[src/rtl/nbs_pkg.sv]
package nbs_pkg;
  localparam logic [1:0] KIND_CMD  = 2'd0;
  localparam logic [1:0] KIND_ADDR = 2'd1;
  localparam logic [1:0] KIND_READ = 2'd2;

  localparam logic [7:0] OP_READ_SETUP = 8'h00;
  localparam logic [7:0] OP_READ_GO    = 8'h30;

  localparam int ROW_W = 24;

  typedef enum logic [2:0] {
    PR_IDLE, PR_ISSUE, PR_WAIT_LOW, PR_WAIT_HIGH, PR_RD_REQ, PR_RD_DATA
  } pr_state_e;

  typedef enum logic [1:0] {
    SC_LAUNCH, SC_WAIT, SC_END
  } sc_state_e;
endpackage

[src/rtl/nbs_busy_timer.sv]
module nbs_busy_timer #(
  parameter int LIMIT = 4096
) (
  input  logic clk,
  input  logic rst_n,
  input  logic run,
  output logic expired
);
  localparam int W = $clog2(LIMIT + 1);
  localparam logic [W-1:0] LIM = W'(LIMIT);

  logic [W-1:0] cnt;

  always_ff @(posedge clk) begin
    if (!rst_n || !run) cnt <= '0;
    else if (cnt != LIM) cnt <= cnt + 1'b1;
  end

  assign expired = run && (cnt == LIM);
endmodule

[src/rtl/nbs_marker_check.sv]
module nbs_marker_check #(
  parameter bit BUS16 = 1'b0
) (
  input  logic [15:0] word,
  output logic        dirty
);
  localparam logic [15:0] IGNORE = BUS16 ? 16'h0000 : 16'hFF00;
  assign dirty = (word | IGNORE) != 16'hFFFF;
endmodule

[src/rtl/nbs_page_reader.sv]
module nbs_page_reader
  import nbs_pkg::*;
#(
  parameter bit BUS16        = 1'b0,
  parameter int BUSY_TIMEOUT = 4096
) (
  input  logic             clk,
  input  logic             rst_n,
  input  logic             start,
  input  logic [ROW_W-1:0] row_in,
  output logic             cyc_valid,
  input  logic             cyc_ready,
  output logic [1:0]       cyc_kind,
  output logic [15:0]      cyc_data,
  input  logic             nand_rb,
  input  logic             rd_valid,
  output logic             rd_ready,
  input  logic [15:0]      rd_data,
  output logic             page_done,
  output logic             marker_bad,
  output logic             timed_out
);
  localparam logic [15:0] COL = BUS16 ? 16'd1024 : 16'd2048;
  localparam logic [2:0]  LAST_STEP = 3'd6;

  pr_state_e        state;
  logic [2:0]       step;
  logic [ROW_W-1:0] row_q;
  logic             expired;
  logic             word_dirty;

  nbs_busy_timer #(.LIMIT(BUSY_TIMEOUT)) u_timer (
    .clk     (clk),
    .rst_n   (rst_n),
    .run     (state == PR_WAIT_LOW || state == PR_WAIT_HIGH),
    .expired (expired)
  );

  nbs_marker_check #(.BUS16(BUS16)) u_mark (
    .word  (rd_data),
    .dirty (word_dirty)
  );

  always_comb begin
    cyc_kind = KIND_CMD;
    cyc_data = 16'h0000;
    if (state == PR_RD_REQ) begin
      cyc_kind = KIND_READ;
    end else begin
      case (step)
        3'd0: begin cyc_kind = KIND_CMD;  cyc_data = {8'h00, OP_READ_SETUP}; end
        3'd1: begin cyc_kind = KIND_ADDR; cyc_data = {8'h00, COL[7:0]};      end
        3'd2: begin cyc_kind = KIND_ADDR; cyc_data = {8'h00, COL[15:8]};     end
        3'd3: begin cyc_kind = KIND_ADDR; cyc_data = {8'h00, row_q[7:0]};    end
        3'd4: begin cyc_kind = KIND_ADDR; cyc_data = {8'h00, row_q[15:8]};   end
        3'd5: begin cyc_kind = KIND_ADDR; cyc_data = {8'h00, row_q[23:16]};  end
        default: begin cyc_kind = KIND_CMD; cyc_data = {8'h00, OP_READ_GO};  end
      endcase
    end
  end

  assign cyc_valid = (state == PR_ISSUE || state == PR_RD_REQ) && nand_rb;
  assign rd_ready  = (state == PR_RD_DATA);

  always_ff @(posedge clk) begin
    if (!rst_n) begin
      state      <= PR_IDLE;
      step       <= '0;
      row_q      <= '0;
      page_done  <= 1'b0;
      marker_bad <= 1'b0;
      timed_out  <= 1'b0;
    end else begin
      page_done <= 1'b0;
      timed_out <= 1'b0;
      case (state)
        PR_IDLE: if (start) begin
          row_q <= row_in;
          step  <= '0;
          state <= PR_ISSUE;
        end
        PR_ISSUE: if (cyc_valid && cyc_ready) begin
          if (step == LAST_STEP) state <= PR_WAIT_LOW;
          else                   step  <= step + 1'b1;
        end
        PR_WAIT_LOW: begin
          if (expired) begin
            timed_out <= 1'b1;
            state     <= PR_IDLE;
          end else if (!nand_rb) begin
            state <= PR_WAIT_HIGH;
          end
        end
        PR_WAIT_HIGH: begin
          if (expired) begin
            timed_out <= 1'b1;
            state     <= PR_IDLE;
          end else if (nand_rb) begin
            state <= PR_RD_REQ;
          end
        end
        PR_RD_REQ: if (cyc_valid && cyc_ready) state <= PR_RD_DATA;
        PR_RD_DATA: if (rd_valid) begin
          marker_bad <= word_dirty;
          page_done  <= 1'b1;
          state      <= PR_IDLE;
        end
        default: state <= PR_IDLE;
      endcase
    end
  end
endmodule

[src/rtl/nbs_block_table.sv]
module nbs_block_table #(
  parameter int NUM_BLOCKS = 64,
  localparam int IDX_W = $clog2(NUM_BLOCKS)
) (
  input  logic             clk,
  input  logic             rst_n,
  input  logic             wr_en,
  input  logic [IDX_W-1:0] wr_idx,
  input  logic             wr_bad,
  input  logic [IDX_W-1:0] q_idx,
  output logic             q_bad
);
  localparam logic [IDX_W:0] COUNT = (IDX_W + 1)'(NUM_BLOCKS);

  logic [NUM_BLOCKS-1:0] bits;

  generate
    for (genvar b = 0; b < NUM_BLOCKS; b++) begin : g_cell
      always_ff @(posedge clk) begin
        if (!rst_n)
          bits[b] <= 1'b0;
        else if (wr_en && wr_idx == IDX_W'(b))
          bits[b] <= wr_bad;
      end
    end
  endgenerate

  always_ff @(posedge clk) begin
    if (!rst_n)                      q_bad <= 1'b0;
    else if ({1'b0, q_idx} < COUNT)  q_bad <= bits[q_idx];
    else                             q_bad <= 1'b0;
  end
endmodule

[src/rtl/nand_bbt_scanner.sv]
module nand_bbt_scanner
  import nbs_pkg::*;
#(
  parameter int NUM_BLOCKS      = 64,
  parameter int PAGES_PER_BLOCK = 64,
  parameter bit BUS16           = 1'b0,
  parameter int BUSY_TIMEOUT    = 4096,
  localparam int IDX_W = $clog2(NUM_BLOCKS)
) (
  input  logic             clk,
  input  logic             rst_n,
  output logic             cyc_valid,
  input  logic             cyc_ready,
  output logic [1:0]       cyc_kind,
  output logic [15:0]      cyc_data,
  input  logic             nand_rb,
  input  logic             rd_valid,
  output logic             rd_ready,
  input  logic [15:0]      rd_data,
  input  logic [IDX_W-1:0] q_blk,
  output logic             q_bad,
  output logic             scan_done,
  output logic             scan_error
);
  localparam logic [IDX_W-1:0] LAST_BLK = IDX_W'(NUM_BLOCKS - 1);

  sc_state_e        state;
  logic [IDX_W-1:0] blk;
  logic             pg;
  logic [ROW_W-1:0] row;
  logic             page_done, marker_bad, timed_out;
  logic             wr_en, wr_bad;

  assign row = ROW_W'(blk) * ROW_W'(PAGES_PER_BLOCK) + ROW_W'(pg);

  nbs_page_reader #(.BUS16(BUS16), .BUSY_TIMEOUT(BUSY_TIMEOUT)) u_reader (
    .clk        (clk),
    .rst_n      (rst_n),
    .start      (state == SC_LAUNCH),
    .row_in     (row),
    .cyc_valid  (cyc_valid),
    .cyc_ready  (cyc_ready),
    .cyc_kind   (cyc_kind),
    .cyc_data   (cyc_data),
    .nand_rb    (nand_rb),
    .rd_valid   (rd_valid),
    .rd_ready   (rd_ready),
    .rd_data    (rd_data),
    .page_done  (page_done),
    .marker_bad (marker_bad),
    .timed_out  (timed_out)
  );

  assign wr_en  = (state == SC_WAIT) && page_done && (pg || marker_bad);
  assign wr_bad = marker_bad && (blk != '0);

  nbs_block_table #(.NUM_BLOCKS(NUM_BLOCKS)) u_table (
    .clk    (clk),
    .rst_n  (rst_n),
    .wr_en  (wr_en),
    .wr_idx (blk),
    .wr_bad (wr_bad),
    .q_idx  (q_blk),
    .q_bad  (q_bad)
  );

  always_ff @(posedge clk) begin
    if (!rst_n) begin
      state      <= SC_LAUNCH;
      blk        <= '0;
      pg         <= 1'b0;
      scan_done  <= 1'b0;
      scan_error <= 1'b0;
    end else begin
      case (state)
        SC_LAUNCH: state <= SC_WAIT;
        SC_WAIT: begin
          if (timed_out) begin
            scan_error <= 1'b1;
            scan_done  <= 1'b1;
            state      <= SC_END;
          end else if (page_done) begin
            if (!pg && !marker_bad) begin
              pg    <= 1'b1;
              state <= SC_LAUNCH;
            end else if (blk == LAST_BLK) begin
              scan_done <= 1'b1;
              state     <= SC_END;
            end else begin
              blk   <= blk + 1'b1;
              pg    <= 1'b0;
              state <= SC_LAUNCH;
            end
          end
        end
        default: state <= SC_END;
      endcase
    end
  end
endmodule

[config.mk]
export PLATFORM = sky130hd
export DESIGN_NAME = nand_bbt_scanner
export DESIGN_NICKNAME = d
export VERILOG_FILES = /design/src/rtl/nbs_pkg.sv /design/src/rtl/nbs_busy_timer.sv /design/src/rtl/nbs_marker_check.sv /design/src/rtl/nbs_page_reader.sv /design/src/rtl/nbs_block_table.sv /design/src/rtl/nand_bbt_scanner.sv
export SDC_FILE = /design/constraint.sdc
export NUM_CORES = 1
export LEC_CHECK = 0
export BUFFER_PORTS_ARGS = -buffer_cell sky130_fd_sc_hd__buf_2
export CAP_MARGIN = 20
export CORE_MARGIN = 2
export CORE_UTILIZATION = 49
export DETAILED_ROUTE_END_ITERATION = 10
export PLACE_DENSITY = 0.78
export SETUP_SLACK_MARGIN = 0.1
export SKIP_CTS_REPAIR_TIMING = 1
export SLEW_MARGIN = 10
export SYNTH_ARGS = -nofsm -noshare
export SYNTH_HDL_FRONTEND = slang
export SYNTH_HIERARCHICAL = 1
export SYNTH_SLANG_ARGS = --single-unit
[constraint.sdc]
create_clock -name clk -period 2.8 [get_ports clk]
set_input_delay 0.42 -clock clk [delete_from_list [all_inputs] [get_ports clk]]
set_output_delay 0.42 -clock clk [all_outputs]
set_load 0.1 [all_outputs]
==> out/metrics.csv, run 1 <==
stage;metric;value;unit
global_routing;grt_util_all_layers;0.208;
global_routing;initial_antenna_violation_count;0;
synth;synth_ff_type;sky130_fd_sc_hd__dfxtp_1;
clock_tree;clock_path_buffers;2;
detailed_routing;post_detailed_routing_wire_length;13.8;mm
sta;rsz_0062_raised_after_global_routing;false;
die;die_width;118;um
sta;post-route-period-util;0.930;
place;place.gp.congestion;0.773;
place;place_area;6670;um^2
synth;main_combinational_cell_family_by_area_after_synthesis;simple AND/OR/NAND/NOR gates;
global_routing;groute.layer.met2.usage;0.326;
global_routing;global_route.usage.met1;0.271;
layout;final_common_cell;sky130_fd_sc_hd__nand2_1;
global_routing;grt_remaining_overflow;0;
sta;fin_worst_hold_slack;271;ps
global_routing;first_global_vias;4940;
critical_path;worst_ep_required_time;2380;ps
layout;syn2layout_area_growth;15.4;%
power;worst_ir_drop_vdd;0.640;mV
die;placementRows;41;
layout;layout_common_cells;144 x sky130_fd_sc_hd__nand2_1, 120 x sky130_fd_sc_hd__dfxtp_1, 57 x sky130_fd_sc_hd__mux2i_1, 46 x sky130_fd_sc_hd__nor2b_1, 41 x sky130_fd_sc_hd__nor2_1;
critical_path;crit_path_cell_trace;ha_1 -> ha_2 -> or4_4 -> nand2b_4 -> a21oi_2 -> buf_4;
detailed_routing;routed-via-count;5143;
critical_path;setup.worst_path.start_class;flip-flop;
sta;finClkSkew;7.29;ps
detailed_routing;drt_iter0_drc;425;
synth;synth-async-reset-ratio;0;
synth;syn_warnings;6;
critical_path;rr_worst_depth;6;
clock_tree;cts_tree;yes;
detailed_routing;final_antenna_net_count;0;
sta;fmax;384;MHz
layout;fin_area;7310;um^2
die;die_y;118;um
detailed_routing;first_pass_iteration_count_of_the_detailed_router;5;
synth;synthCells;728;
critical_path;critPathCapture;cyc_data[3];
synth;synth_enable_flop_cells;0;
critical_path;critical_path.max_stage_delay;570;ps
sta;worst_slew_pin_slew;796;ps
critical_path;reg2reg_to;u_table/bits[35]$_SDFFE_PN0P_;
layout;num-nets-final;793;
power;power.density_cell_area;579;nW/um^2
place;detailed_place_hpwl;8.80;mm
sta;max_slew_margin;0.469;
sta;finalHoldViolCount;0;
global_routing;grt_pass1_wl;23.5;mm
synth;synth_compound_gate_area_share;0.121;
critical_path;crit_path_start;u_reader/step[0]$_SDFFE_PN0P_;
sta;setup_viol;0;
die;die_area;13900;um^2
sta;final_max_slew_viols;0;
die;boundaryPins;50;
critical_path;critical_path.slowest_cell;sky130_fd_sc_hd__or4_4;
die;floorplan.initialDensity;0.502;
clock_tree;clockRootBuffer;sky130_fd_sc_hd__clkbuf_16;
synth;yosysSeqAreaShare;0.385;
synth;syn_area;6340;um^2
global_routing;met3_usage;0.0509;
clock_tree;worstSkewPairLatency;420;ps
synth;synth_area_per_cell;8.70;um^2
synth;yosys.area_share.adder;0.0178;
synth;synth_cell_types;63;
critical_path;type_of_the_setup_path_with_the_least_slack;flip-flop to output pin;
critical_path;timing.critical_path.arrival;2180;ps
critical_path;reg2reg_slack;610;ps
detailed_routing;routed_wire_length_per_instance;14.6;um
clock_tree;cts.reportedPaths.clkPinSlew;50;ps
synth;yosys.area_share.xor_xnor;0.00691;
global_routing;maximum_number_of_pins_on_one_net_before_global_route_repair;70;
clock_tree;cts-buffers-inserted;17;
clock_tree;cts_max_level;4;
critical_path;rr_startpoint;u_reader/marker_bad$_SDFFE_PN0P_;
detailed_routing;detail_route.vias_per_cell;5.46;
place;port_buffer_count;33;
global_routing;gr-max-usage-layer;met2;
synth;synthSimpleGateAreaFrac;0.261;
detailed_routing;remaining_drc_errors;0;
sta;period_minus_slack;2600;ps
critical_path;worst_setup_path_end_kind;output pin;
die;core;12600;um^2
flow_run;cap_viol_max_count;0;
synth;synth_seq_cells;122;
layout;share_of_final_layout_standard_cells_stronger_than_drive_strength_1;0.148;
synth;synth_mux_area_frac;0.152;
hold_path;hold_class;input pin to flip-flop;
power;p_leak;2.83;nW
clock_tree;clock-sinks;122;
critical_path;worst-path-max-fanout;10;
layout;diodes;0;
run_status;outcome;finished clean;
registers in the layout, summed over array words and instances, names as in the netlist, 2 cells and up:
register / cells
u_reader/u_timer/cnt: 13
state: 2
u_reader/row_q: 24
u_reader/state: 3
u_table/bits: 64
blk: 6
u_reader/step: 3
how the worst min path moves through the flow:
stage                                          startpoint                              end  slack, ps  cells past startpoint
final                                            q_blk[5]         u_table/q_bad$_SDFF_PN0_        270                      3
after global routing                             q_blk[5]         u_table/q_bad$_SDFF_PN0_        270                      3
after CTS                                        q_blk[5]         u_table/q_bad$_SDFF_PN0_        250                      3
after detailed placement   u_reader/row_q[2]$_SDFFE_PN0P_   u_reader/row_q[2]$_SDFFE_PN0P_        450                      2
after global placement    u_reader/row_q[22]$_SDFFE_PN0P_  u_reader/row_q[22]$_SDFFE_PN0P_        440                      2
after floorplan           u_reader/row_q[22]$_SDFFE_PN0P_  u_reader/row_q[22]$_SDFFE_PN0P_        440                      2
stage by stage:
stage | setup TNS [ps] | power [mW] | instances | setup WS, ps | util
after floorplan | -81.7 | 2.02 | 751 | -14.3 | -
after detailed placement | 0 | 2.06 | 910 | 366 | 0.528
after global placement | 0 | 2.05 | 910 | 383 | 0.528
after global routing | 0 | 4.37 | 942 | 121 | 0.579
after CTS | -469 | 4.27 | 942 | -84.5 | 0.576
final | 0 | 4.23 | 942 | 196 | 0.579
worst max-delay path: cells and delay by family, from the launching register on:
kind / cells / cell delay (ps)
compound gates: 1 / 40
fa+ha+maj: 2 / 440
buf+inv: 1 / 240
flops: 1 / 340
simple gates: 2 / 700
final cells by class:
type                    count  area, um^2
clock buffers              25         485
clock inverters             7         114
fillers                  1150        5310
inverters                  15        56.3
multi-input cells         558        3680
flip-flops and latches    122        2440
well taps                 172         215
repair buffers             43         317
synthesized netlist by cell type, types with 4 or more instances:
library cell / number / area share
sky130_fd_sc_hd__dfxtp_1: 122 / 0.39
sky130_fd_sc_hd__nor3_1: 7 / 0.0055
sky130_fd_sc_hd__buf_2: 10 / 0.0079
sky130_fd_sc_hd__nand4_1: 7 / 0.0069
sky130_fd_sc_hd__clkbuf_1: 31 / 0.018
sky130_fd_sc_hd__mux4_2: 14 / 0.050
sky130_fd_sc_hd__nor2_1: 41 / 0.024
sky130_fd_sc_hd__nor2b_1: 47 / 0.046
sky130_fd_sc_hd__buf_4: 9 / 0.011
sky130_fd_sc_hd__nand3_1: 16 / 0.013
sky130_fd_sc_hd__or3_1: 5 / 0.0049
sky130_fd_sc_hd__or2_2: 5 / 0.0049
sky130_fd_sc_hd__ha_1: 9 / 0.018
sky130_fd_sc_hd__a222oi_1: 7 / 0.011
sky130_fd_sc_hd__buf_6: 4 / 0.0071
sky130_fd_sc_hd__and3_1: 5 / 0.0049
sky130_fd_sc_hd__o21ai_0: 25 / 0.020
sky130_fd_sc_hd__nand2b_1: 7 / 0.0069
sky130_fd_sc_hd__mux2i_1: 57 / 0.090
sky130_fd_sc_hd__nand3b_1: 4 / 0.0047
sky130_fd_sc_hd__a21boi_0: 25 / 0.030
sky130_fd_sc_hd__inv_1: 14 / 0.0083
sky130_fd_sc_hd__a21oi_1: 38 / 0.030
sky130_fd_sc_hd__nand2_1: 144 / 0.085
sky130_fd_sc_hd__nor4_1: 6 / 0.0059
sky130_fd_sc_hd__and2_1: 5 / 0.0049
report_power, final:
part           total [mW]  switching, mW  internal, mW
logic               0.244          0.171        0.0729
registers            1.78         0.0199          1.76
clock network        2.21          0.743          1.47
total                4.23          0.934          3.30
routing by layer:
metal  routed length, um  up-vias
li1                    -     2559
met1                6410     2434
met2                6480      123
met3                 590       27
met4                 308        0
met5                   0        -
kinds of logic (layout without fill, tap and decap cells):
logic type	count (synthesis)	count (layout)
AOI/OAI and AO/OA	118	118
muxes	74	74
buffers and inverters	71	90
and+or+nand+nor	327	327
DFF	122	122
other	2	25
adders and majority gates	9	9
xor gates and xnor gates	5	5
Note: power is estimated with default switching activity, not from simulation.
==> run 2, diff against run 1 <==
--- a/config.mk
+++ b/config.mk
@@ -10,11 +10,10 @@
 export CORE_MARGIN = 2
 export CORE_UTILIZATION = 49
 export DETAILED_ROUTE_END_ITERATION = 10
-export PLACE_DENSITY = 0.78
+export PLACE_DENSITY = 0.79
 export SETUP_SLACK_MARGIN = 0.1
 export SKIP_CTS_REPAIR_TIMING = 1
 export SLEW_MARGIN = 10
 export SYNTH_ARGS = -nofsm -noshare
 export SYNTH_HDL_FRONTEND = slang
-export SYNTH_HIERARCHICAL = 1
 export SYNTH_SLANG_ARGS = --single-unit
==> run 2 against run 1 <==
Non-clock buffer count is 2 lower. Die area is 12% lower. Clock power is 45% lower. Hold slack better by 78 ps. Fmax is 1.2% higher. Synthesized cell count is 10% lower. Core utilization is 2.7 points lower. Sequential share of layout area is 1.2 points higher. Combinational power is 150% higher. Critical path type unchanged. Highest routed layer unchanged.
==> out/metrics.csv, run 2 <==
stage;metric;value;unit;change
sta;finClkSkew;8.15;ps;+0.860 ps
layout;num-nets-final;699;;-12%
sta;timing.setup.tns;0;ps;unchanged
clock_tree;clockRootBuffer;sky130_fd_sc_hd__clkbuf_16;;
sta;fmax;389;MHz;+1.2%
place;pre_cts_ws;595;ps;+229 ps
power;total_power;3.38;mW;-20%
sta;final_max_slew_viols;0;;unchanged
detailed_routing;routed-via-count;4540;;-12%
layout;final_common_cell;sky130_fd_sc_hd__dfxtp_1;;
layout;largest-register;u_table.bits;;
clock_tree;worstSkewPairLatency;360;ps;-60 ps
layout;syn2layout_area_growth;9.06;%;
global_routing;global_route.usage.met1;0.253;;-0.0173
sta;post-route-period-util;0.919;;-0.0109
detailed_routing;final_antenna_net_count;0;;unchanged
place;detailed_place_hpwl;8.27;mm;-6.1%
synth;synthCells;654;;-10%
power;worst_ir_drop_vdd;0.355;mV;-45%
synth;syn_warnings;0;;-6
critical_path;worst-path-max-fanout;5;;-5
detailed_routing;drt_iter0_drc;261;;-39%
sta;setup_viol;0;;unchanged
synth;yosys-top-cells-count;105 x sky130_fd_sc_hd__dfxtp_1, 91 x sky130_fd_sc_hd__nor2_1, 67 x sky130_fd_sc_hd__nand2_1;;
layout;largest_reg_flops;64;;unchanged
die;floorplan.initialDensity;0.507;;+0.00453
global_routing;grt_remaining_overflow;0;;unchanged
synth;yosys.area.top_type_share;0.378;;-0.00768
clock_tree;cts_tree;yes;;
die;die_width;111;um;-6.1%
die;boundaryPins;50;;unchanged
critical_path;crit_path_start;u_reader.step[0]$_SDFFE_PN0P_;;
detailed_routing;first_pass_iteration_count_of_the_detailed_router;5;;unchanged
synth;synth_area_per_cell;8.51;um^2;-2.2%
clock_tree;cts-buffers-inserted;9;;-8
synth;yosys.area_share.xor_xnor;0.0236;;+0.0167
sta;max_slew_margin;0.540;;+0.0709
layout;layout_common_cells;105 x sky130_fd_sc_hd__dfxtp_1, 88 x sky130_fd_sc_hd__nor2_1, 67 x sky130_fd_sc_hd__nand2_1, 48 x sky130_fd_sc_hd__mux2i_1, 46 x sky130_fd_sc_hd__nor2b_1;;
place;port_buffer_count;33;;unchanged
critical_path;timing.critical_path.arrival;2150;ps;-30 ps
global_routing;maximum_number_of_pins_on_one_net_before_global_route_repair;64;;-8.6%
die;die_area;12200;um^2;-12%
critical_path;type_of_the_setup_path_with_the_least_slack;flip-flop to output pin;;
synth;synth_mux_area_frac;0.140;;-0.0126
global_routing;groute.layer.met2.usage;0.345;;+0.0188
synth;synth_ff_type;sky130_fd_sc_hd__dfxtp_1;;
critical_path;setup.worst_path.start_class;flip-flop;;
global_routing;initial_antenna_violation_count;0;;unchanged
sta;layout_setup_ws;226;ps;+30.4 ps
synth;yosys.area_share.adder;0.0247;;+0.00696
synth;synth_cell_types;55;;-13%
layout;reg_top3;u_table.bits (64), u_reader.u_timer.cnt (13), u_reader.row_q (7);;
die;die_y;111;um;-6.1%
synth;synthSimpleGateAreaFrac;0.255;;-0.00583
layout;n_fill_cell;962;;-16%
sta;period_minus_slack;2570;ps;-30.4 ps
synth;synth_seq_cells;105;;-14%
synth;synth_enable_flop_cells;0;;unchanged
clock_tree;clock-sinks;105;;-14%
global_routing;grt_pass1_wl;20.5;mm;-13%
synth;yosysSeqAreaShare;0.378;;-0.00768
synth;synth.top_cells.by_area;sky130_fd_sc_hd__dfxtp_1 38%, sky130_fd_sc_hd__mux2i_1 8.6%, sky130_fd_sc_hd__nor2_1 6.1%, sky130_fd_sc_hd__nor2b_1 5.3%, sky130_fd_sc_hd__a21boi_1 4.9%;;
critical_path;rr_startpoint;blk[1]$_SDFFE_PN0P_;;
sta;finalHoldViolCount;0;;unchanged
synth;synth_compound_gate_area_share;0.126;;+0.00510
die;core;11000;um^2;-13%
global_routing;first_global_vias;4382;;-11%
run_status;outcome;finished clean;;
clock_tree;cts_max_level;3;;-1
hold_path;hp-start;rd_valid;;
die;placementRows;38;;-7.3%
detailed_routing;detail_route.vias_per_cell;5.63;;+3.2%
global_routing;met3_usage;0.0247;;-0.0262
synth;main_combinational_cell_family_by_area_after_synthesis;simple AND/OR/NAND/NOR gates;;
synth;yosysMostFrequentCell;sky130_fd_sc_hd__dfxtp_1;;
clock_tree;clock_path_buffers;2;;unchanged
layout;diodes;0;;unchanged
global_routing;gr-max-usage-layer;met2;;
sta;worst_slew_pin_slew;684;ps;-112 ps
flow_run;cap_viol_max_count;0;;unchanged
global_routing;grt_util_all_layers;0.202;;-0.00615
critical_path;worst_ep_required_time;2380;ps;about the same
hold_path;hold_class;input pin to flip-flop;;
critical_path;worst_setup_path_end_kind;output pin;;
synth;syn_area;5560;um^2;-12%
layout;share_of_final_layout_standard_cells_stronger_than_drive_strength_1;0.117;;-0.0309
power;power.density_cell_area;557;nW/um^2;-3.8%
detailed_routing;post_detailed_routing_wire_length;12.3;mm;-11%
synth;yosysTopAreaCell;sky130_fd_sc_hd__dfxtp_1;;
detailed_routing;remaining_drc_errors;0;;unchanged
clock_tree;cts.reportedPaths.clkPinSlew;60;ps;about the same
place;place.gp.congestion;0.840;;+8.7%
sta;rsz_0062_raised_after_global_routing;false;;
power;p_leak;2.09;nW;-26%
synth;synth-async-reset-ratio;0;;unchanged
detailed_routing;routed_wire_length_per_instance;15.3;um;+4.4%
-- run 2: path summary, 6_finish.rpt --
check | to | slack (ps) | depth (start not counted)
max | cyc_data[4] | 230 | 5
min | u_reader.page_done$_SDFF_PN0_ | 350 | 2
max reg2reg | blk[5]$_SDFFE_PN0P_ | 710 | 6
min reg2reg | u_table.bits[0]$_SDFFE_PN0P_ | 470 | 2
-- run 2: per-layer routing --
| layer | wire length [um] | vias to the layer above |
|---|---|---|
| met3 | 481 | 19 |
| met4 | 261 | 0 |
| met5 | 0 | - |
| met2 | 6170 | 108 |
| li1 | - | 2250 |
| met1 | 5400 | 2163 |
-- run 2: cell families (layout without fill, tap and decap cells) --
logic type,Yosys count,count (layout)
xor gates and xnor gates,15,15
adders and majority gates,11,11
AOI/OAI and AO/OA,108,108
muxes,63,63
other,1,8
DFF,105,105
and+or+nand+nor,286,286
buffers and inverters,65,70
-- run 2: cell type report --
| type | instances | area [um^2] | area share |
|---|---|---|---|
| Multi-Input combinational cell | 491 | 3220 | 0.531 |
| Sequential cell | 105 | 2100 | 0.346 |
| Clock buffer | 12 | 256 | 0.0423 |
| Timing Repair Buffer | 41 | 238 | 0.0392 |
| Tap cell | 140 | 175 | 0.0289 |
| Inverter | 13 | 48.8 | 0.00804 |
| Clock inverter | 4 | 27.5 | 0.00454 |
-- run 2: through the flow --
stage | cell area, um^2 | cells | hold WS, ps | utilization
2_1_floorplan | 5610 | 661 | 414 | -
3_3_place_gp | 5780 | 790 | 451 | 0.527
3_5_place_dp | 5780 | 790 | 451 | 0.527
4_1_cts | 6070 | 806 | 350 | 0.553
5_1_grt | 6070 | 806 | 377 | 0.553
6_report | 6070 | 806 | 349 | 0.553
-- run 2: worst max-delay path, cell delays in order (launching register included) --
cell                      delay (ps)
sky130_fd_sc_hd__dfxtp_1         350
sky130_fd_sc_hd__ha_1            210
sky130_fd_sc_hd__ha_1            220
sky130_fd_sc_hd__or3_1           430
sky130_fd_sc_hd__nor3_4          140
sky130_fd_sc_hd__buf_2           450
-- run 2: report_power, final --
group          total [mW]  switching, mW  internal [mW]
Sequential           1.57         0.0511           1.51
Clock                1.21          0.557          0.652
Combinational       0.606          0.417          0.189
Total                3.38           1.03           2.36
